`src/rtl/rtg_pkg.sv`:
```
package rtg_pkg;

   // Register select codes on the write port
   typedef enum logic [1:0] {
      RA_HTIM = 2'd0,
      RA_VTIM = 2'd1,
      RA_POL  = 2'd2,
      RA_CTRL = 2'd3
   } rtg_reg_e;

   // Polarity word, bit 0 = vsync, bit 1 = hsync, bit 2 = pixel clock
   typedef struct packed {
      logic pclk;
      logic hs;
      logic vs;
   } rtg_pol_t;

   // Control word, bit 0 = timing enable, bit 1 = panel power
   typedef struct packed {
      logic pwr;
      logic en;
   } rtg_ctrl_t;

   // Field positions inside the timing words
   localparam int HT_PPL_LSB = 2;
   localparam int HT_HSW_LSB = 8;
   localparam int HT_HFP_LSB = 16;
   localparam int HT_HBP_LSB = 24;
   localparam int VT_LPP_LSB = 0;
   localparam int VT_VSW_LSB = 10;
   localparam int VT_VFP_LSB = 16;
   localparam int VT_VBP_LSB = 24;

endpackage

```
`src/rtl/rtg_regs.sv`:
```
module rtg_regs
   import rtg_pkg::*;
#(
   parameter bit SHADOW = 1'b1
) (
   input  logic        clk,
   input  logic        rst_n,
   input  logic        wr_en,
   input  logic [1:0]  wr_addr,
   input  logic [31:0] wr_data,
   input  logic        load,
   output logic [31:0] hword,
   output logic [31:0] vword,
   output rtg_pol_t    pol,
   output rtg_ctrl_t   ctrl
);

   logic [31:0] hpend;
   logic [31:0] vpend;

   always_ff @(posedge clk or negedge rst_n) begin
      if (!rst_n) begin
         hpend <= '0;
         vpend <= '0;
         pol   <= '0;
         ctrl  <= '0;
      end else if (wr_en) begin
         unique case (rtg_reg_e'(wr_addr))
            RA_HTIM: hpend <= wr_data;
            RA_VTIM: vpend <= wr_data;
            RA_POL:  pol   <= rtg_pol_t'(wr_data[2:0]);
            RA_CTRL: ctrl  <= rtg_ctrl_t'(wr_data[1:0]);
         endcase
      end
   end

   generate
      if (SHADOW) begin : g_shadow
         always_ff @(posedge clk or negedge rst_n) begin
            if (!rst_n) begin
               hword <= '0;
               vword <= '0;
            end else if (load) begin
               hword <= hpend;
               vword <= vpend;
            end
         end

         // live timing only moves at a frame boundary or while idle
         a_r8_timing_frozen: assert property (@(posedge clk) disable iff (!rst_n)
            !load |=> ($stable(hword) && $stable(vword)));
      end else begin : g_direct
         logic unused_load;
         assign unused_load = load;
         assign hword = hpend;
         assign vword = vpend;
      end
   endgenerate

endmodule

```
`src/rtl/rtg_axis.sv`:
```
module rtg_axis #(
   parameter int CW = 11
) (
   input  logic          clk,
   input  logic          rst_n,
   input  logic          clr,
   input  logic          step,
   input  logic [CW-1:0] len_act,
   input  logic [CW-1:0] len_fp,
   input  logic [CW-1:0] len_sync,
   input  logic [CW-1:0] len_bp,
   output logic [CW-1:0] pos,
   output logic          last,
   output logic          in_act,
   output logic          in_sync,
   output logic          sync_entry
);

   logic [CW-1:0] sync_beg;
   logic [CW-1:0] sync_end;
   logic [CW-1:0] total;

   assign sync_beg = len_act + len_fp;
   assign sync_end = sync_beg + len_sync;
   assign total    = sync_end + len_bp;

   assign last       = (pos == total - CW'(1));
   assign in_act     = (pos < len_act);
   assign in_sync    = (pos >= sync_beg) && (pos < sync_end);
   assign sync_entry = step && (pos == sync_beg - CW'(1));

   always_ff @(posedge clk or negedge rst_n) begin
      if (!rst_n)      pos <= '0;
      else if (clr)    pos <= '0;
      else if (step)   pos <= last ? '0 : pos + CW'(1);
   end

   // no step, no movement
   a_r5_hold: assert property (@(posedge clk) disable iff (!rst_n)
      (!step && !clr) |=> $stable(pos));
   // wrap after the final position
   a_r5_wrap: assert property (@(posedge clk) disable iff (!rst_n)
      (step && last) |=> (pos == '0));
   // cleared while idle
   a_r7_cleared: assert property (@(posedge clk) disable iff (!rst_n)
      clr |=> (pos == '0));

endmodule

```
`src/rtl/raster_timing_gen.sv`:
```
module raster_timing_gen
   import rtg_pkg::*;
#(
   parameter int PPL_W  = 6,
   parameter int HSW_W  = 8,
   parameter int HFP_W  = 8,
   parameter int HBP_W  = 8,
   parameter int LPP_W  = 10,
   parameter int VSW_W  = 6,
   parameter int VFP_W  = 8,
   parameter int VBP_W  = 8,
   parameter bit SHADOW = 1'b1,
   localparam int HCW = $clog2((2**PPL_W)*16 + 2**HSW_W + 2**HFP_W + 2**HBP_W + 1),
   localparam int VCW = $clog2(2**LPP_W + 2**VSW_W + 2**VFP_W + 2**VBP_W + 1)
) (
   input  logic           clk,
   input  logic           rst_n,
   input  logic           pix_ce,
   input  logic           pclk_i,
   input  logic           wr_en,
   input  logic [1:0]     wr_addr,
   input  logic [31:0]    wr_data,
   output logic           hsync_o,
   output logic           vsync_o,
   output logic           de_o,
   output logic           pclk_o,
   output logic           frame_start_o,
   output logic           panel_pwr_o,
   output logic [HCW-1:0] pix_x_o,
   output logic [VCW-1:0] pix_y_o
);

   // Each field must fit inside its slot of the 32-bit timing words
   generate
      if (PPL_W < 1 || PPL_W > 6) begin : g_bad_ppl
         $error("PPL_W must be 1..6");
      end
      if (HSW_W < 1 || HSW_W > 8 || HFP_W < 1 || HFP_W > 8 || HBP_W < 1 || HBP_W > 8) begin : g_bad_h
         $error("horizontal field widths must be 1..8");
      end
      if (LPP_W < 1 || LPP_W > 10 || VSW_W < 1 || VSW_W > 6) begin : g_bad_v
         $error("LPP_W must be 1..10 and VSW_W 1..6");
      end
      if (VFP_W < 1 || VFP_W > 8 || VBP_W < 1 || VBP_W > 8) begin : g_bad_vp
         $error("vertical porch widths must be 1..8");
      end
   endgenerate

   logic [31:0] hword;
   logic [31:0] vword;
   rtg_pol_t    pol;
   rtg_ctrl_t   ctrl;
   logic        load;
   logic        en;

   rtg_regs #(.SHADOW(SHADOW)) u_regs (
      .clk     (clk),
      .rst_n   (rst_n),
      .wr_en   (wr_en),
      .wr_addr (wr_addr),
      .wr_data (wr_data),
      .load    (load),
      .hword   (hword),
      .vword   (vword),
      .pol     (pol),
      .ctrl    (ctrl)
   );

   assign en = ctrl.en;

   // Field decode: horizontal fields all minus one, width in 16-pixel units
   logic [PPL_W-1:0] f_ppl;
   logic [HSW_W-1:0] f_hsw;
   logic [HFP_W-1:0] f_hfp;
   logic [HBP_W-1:0] f_hbp;
   logic [LPP_W-1:0] f_lpp;
   logic [VSW_W-1:0] f_vsw;
   logic [VFP_W-1:0] f_vfp;
   logic [VBP_W-1:0] f_vbp;

   assign f_ppl = hword[HT_PPL_LSB +: PPL_W];
   assign f_hsw = hword[HT_HSW_LSB +: HSW_W];
   assign f_hfp = hword[HT_HFP_LSB +: HFP_W];
   assign f_hbp = hword[HT_HBP_LSB +: HBP_W];
   assign f_lpp = vword[VT_LPP_LSB +: LPP_W];
   assign f_vsw = vword[VT_VSW_LSB +: VSW_W];
   assign f_vfp = vword[VT_VFP_LSB +: VFP_W];
   assign f_vbp = vword[VT_VBP_LSB +: VBP_W];

   logic unused_bits;
   assign unused_bits = ^hword[1:0];

   logic [HCW-1:0] h_act, h_fp, h_sy, h_bp;
   logic [VCW-1:0] v_act, v_fp, v_sy, v_bp;

   assign h_act = (HCW'(f_ppl) + HCW'(1)) << 4;
   assign h_fp  = HCW'(f_hfp) + HCW'(1);
   assign h_sy  = HCW'(f_hsw) + HCW'(1);
   assign h_bp  = HCW'(f_hbp) + HCW'(1);
   // Vertical porches are true counts; lines and sync are minus one
   assign v_act = VCW'(f_lpp) + VCW'(1);
   assign v_fp  = VCW'(f_vfp);
   assign v_sy  = VCW'(f_vsw) + VCW'(1);
   assign v_bp  = VCW'(f_vbp);

   logic           h_step, v_step;
   logic [HCW-1:0] h_pos;
   logic [VCW-1:0] v_pos;
   logic           h_last, h_in_act, h_in_sync, h_entry;
   logic           v_last, v_in_act, v_in_sync, v_entry;

   assign h_step = en && pix_ce;
   assign v_step = h_step && h_last;

   rtg_axis #(.CW(HCW)) u_haxis (
      .clk        (clk),
      .rst_n      (rst_n),
      .clr        (!en),
      .step       (h_step),
      .len_act    (h_act),
      .len_fp     (h_fp),
      .len_sync   (h_sy),
      .len_bp     (h_bp),
      .pos        (h_pos),
      .last       (h_last),
      .in_act     (h_in_act),
      .in_sync    (h_in_sync),
      .sync_entry (h_entry)
   );

   rtg_axis #(.CW(VCW)) u_vaxis (
      .clk        (clk),
      .rst_n      (rst_n),
      .clr        (!en),
      .step       (v_step),
      .len_act    (v_act),
      .len_fp     (v_fp),
      .len_sync   (v_sy),
      .len_bp     (v_bp),
      .pos        (v_pos),
      .last       (v_last),
      .in_act     (v_in_act),
      .in_sync    (v_in_sync),
      .sync_entry (v_entry)
   );

   logic unused_hentry;
   assign unused_hentry = h_entry;

   // Pending timing becomes live at a frame wrap, or continuously while idle
   assign load = !en || (v_step && v_last);

   logic fs_q;
   always_ff @(posedge clk or negedge rst_n) begin
      if (!rst_n) fs_q <= 1'b0;
      else        fs_q <= en && v_entry;
   end

   logic hs_raw, vs_raw;
   assign hs_raw = en && h_in_sync;
   assign vs_raw = en && v_in_sync;

   assign de_o          = en && h_in_act && v_in_act;
   assign hsync_o       = hs_raw ^ pol.hs;
   assign vsync_o       = vs_raw ^ pol.vs;
   assign pclk_o        = pclk_i ^ pol.pclk;
   assign frame_start_o = fs_q;
   assign panel_pwr_o   = ctrl.pwr;
   assign pix_x_o       = h_pos;
   assign pix_y_o       = v_pos;

   // frame-start never lasts two clocks
   a_r9_single_pulse: assert property (@(posedge clk) disable iff (!rst_n)
      fs_q |=> !fs_q);
   // frame-start coincides with vertical sync region
   a_r9_inside_vsync: assert property (@(posedge clk) disable iff (!rst_n)
      fs_q |-> v_in_sync);
   // horizontal sync lies in the blanking interval
   a_r2_hsync_blank: assert property (@(posedge clk) disable iff (!rst_n)
      hs_raw |-> !de_o);
   // counters cleared one clock after the controller is idle
   a_r7_idle_origin: assert property (@(posedge clk) disable iff (!rst_n)
      !en |=> (h_pos == '0 && v_pos == '0));

endmodule

```
`config.mk`:
```
export PLATFORM = sky130hd
export DESIGN_NAME = raster_timing_gen
export DESIGN_NICKNAME = d
export VERILOG_FILES = /design/src/rtl/rtg_pkg.sv /design/src/rtl/rtg_regs.sv /design/src/rtl/rtg_axis.sv /design/src/rtl/raster_timing_gen.sv
export SDC_FILE = /design/constraint.sdc
export NUM_CORES = 1
export LEC_CHECK = 0
export ABC_AREA = 0
export BUFFER_PORTS_ARGS = -buffer_cell sky130_fd_sc_hd__buf_2
export CAP_MARGIN = 20
export CELL_PAD_IN_SITES_DETAIL_PLACEMENT = 1
export CELL_PAD_IN_SITES_GLOBAL_PLACEMENT = 1
export CORE_MARGIN = 2
export CORE_UTILIZATION = 38
export DETAILED_ROUTE_END_ITERATION = 10
export PLACE_DENSITY_LB_ADDON = 0.25
export SETUP_SLACK_MARGIN = 0.5
export SYNTH_ARGS = -nofsm -noshare
export SYNTH_HDL_FRONTEND = slang
export SYNTH_HIERARCHICAL = 1
export SYNTH_SLANG_ARGS = --single-unit
```
`constraint.sdc`:
```
create_clock -name clk -period 12.9 [get_ports clk]
set_clock_uncertainty 0.2 [all_clocks]
set_input_delay 0.645 -clock clk [delete_from_list [all_inputs] [get_ports clk]]
set_output_delay 0.645 -clock clk [all_outputs]
set_load 0.01 [all_outputs]
```
==> metrics.csv <==
stage,metric,value,unit
drt,initial drt markers,324,
global_route,grt total ovfl,0,
timing,Fin. Hold Viols,0,
drt,DRC viols,0,
drt,Via Count,8686,
finish,Antenna Cells,0,
setup_path,crit path max-delay cell type,xnor3_1,
yosys,post-synthesis instance total,1164,
placed_design,dpl hpwl,23130,um
cts,Longest Clk Path Bufs,2,
timing,# setup viols final,0,
setup_path,CP required,13.08,ns
die,Site Rows,64,
timing,Final Max Tran Viols,0,
yosys,yosys warns,6,
cts,# resized after CTS,0,
setup_path,Worst Path Max Fanout,12,
finish,fill count,3495,
placed_design,RePlAce Congestion,0.7868,
finish,Area Overhead vs Synth,11.15,%
cts,# H-tree levels,4,
setup_path,Worst EP arrival,7.81,ns
timing,slew margin rel.,0.3875,
setup_path,number of buffers and inverters on the critical path,2,
timing,Fin Setup TNS,0,ns
run,max-cap viol count,0,
die,I/O pins,67,
timing,Final Critical Period,7.627,ns
cts,post-CTS setup repair buffer count,0,
die,Die X,180.4,um
finish,Nets,1431,
setup_path,nature of the critical path startpoint,flop,
setup_path,Critical Path Max Stage Delay,0.54,ns
die,initial core utilization,0.3866,
timing,Slew @ Worst Pin,0.9139,ns
timing,unrepaired setup endpoints after global routing,false,
cts,number of buffers created by CTS,17,
global_route,vias in the first global route,9063,
setup_path,cell mode on critical path,ha_1,
die,die height,180.4,um
die,Core Box Area,30590,um^2
timing,Final period util,0.5913,
global_route,global-route wire length before repair,47640,um
cts,clk root buf,clkbuf_16,
timing,Fmax,131.1,MHz
finish,layout cell share with drive strength beyond 1,0.2051,
drt,Routed Antenna Nets,0,
setup_path,CP Capture Type,flop,
yosys,Syn Area/Cell,10.16,um^2
drt,via/cell ratio,5.252,
cts,cts hold-fix bufs,0,
cts,CTS tree,built,
global_route,largest net degree at the start of global routing,81,
finish,"most common cell after layout, fill and taps aside",dfrtp_1,
setup_path,Crit Path Class,reg2reg,
drt,routed len/inst,17.53,um
cts,Clock Latency Late Sink,0.44,ns
status,status,completed,
hold_path,Hold/Removal Path Class,in2async,
yosys,synthesized area,11830,um^2
drt,Routed WL,29000,um
die,Die ar.,32550,um^2
drt,Pre-Repair DR Iteration Count,4,
placed_design,IO buf count,66,
setup_path,Crit path max-delay family,simple AND/OR/NAND/NOR gates,
finish,Post-Route Utilization,0.4297,
cts,TritonCTS Sinks,152,
cts,Clock Pin Slew Worst Setup and Hold Paths,0.07,ns
finish,most frequent cells in the layout,"dfrtp_1 (152), ha_1 (141), mux2_2 (127)",
global_route,Total GRT Usage,0.1833,
global_route,initial antenna violation count,1,
-- layer usage --
layer | GRT usage | share of wire | vias to the layer above
met4 | 0.03710 | 0.0075 | 0
li1 | - | - | 4245
met2 | 0.3089 | 0.48 | 86
met3 | 0.02728 | 0.026 | 17
met1 | 0.2505 | 0.48 | 4338
met5 | 0 | 0 | -
-- final cells by class --
type,count,area (um^2),area share
multi-input cells,882,7443,0.5662
flip-flops and latches,152,3804,0.2894
well taps,396,495.5,0.03769
inverters,123,466.7,0.03550
clock buffers,19,442.9,0.03370
repair buffers,69,359.1,0.02732
clock inverters,13,133.9,0.01018
-- through the flow --
step,instance area [um^2],cells,setup slack [ns],hold slack [ns]
final,13150,1654,5.273,0.06193
after detailed placement,12570,1622,5.313,0.2891
after global routing,13150,1654,4.777,0.1059
after floorplan,11920,1189,6.415,0.1494
after CTS,13150,1654,5.295,0.07097
after global placement,12570,1622,5.548,0.2719
-- state kept, by name (all words and copies together), names as in the netlist --
signal,cells
u_vaxis/pos,11
u_regs/pol,3
u_haxis/pos,11
u_regs/vpend,32
u_regs/hword,30
u_regs/ctrl,2
u_regs/hpend,30
frame_start_o,1
u_regs/vword,32
-- final timing paths --
check	from	depth (start not counted)	slack, ns	endpoint
setup reg to reg	u_regs/hword[16]$_DFFE_PN0P_	28	5.27	frame_start_o$_DFF_PN0_
setup / recovery	u_regs/hword[16]$_DFFE_PN0P_	28	5.27	frame_start_o$_DFF_PN0_
max in group asynchronous	rst_n	2	11.02	u_regs/hpend[28]$_DFFE_PN0P_
hold reg to reg	u_regs/hpend[28]$_DFFE_PN0P_	1	0.30	u_regs/hpend[28]$_DFFE_PN0P_
hold / removal	rst_n	1	0.06	u_regs/hword[21]$_DFFE_PN0P_
min in group clk	wr_data[29]	2	0.27	u_regs/hpend[29]$_DFFE_PN0P_
Power is not shown: default switching activity piles up to over one toggle a cycle in this logic, so the estimate is an artifact.
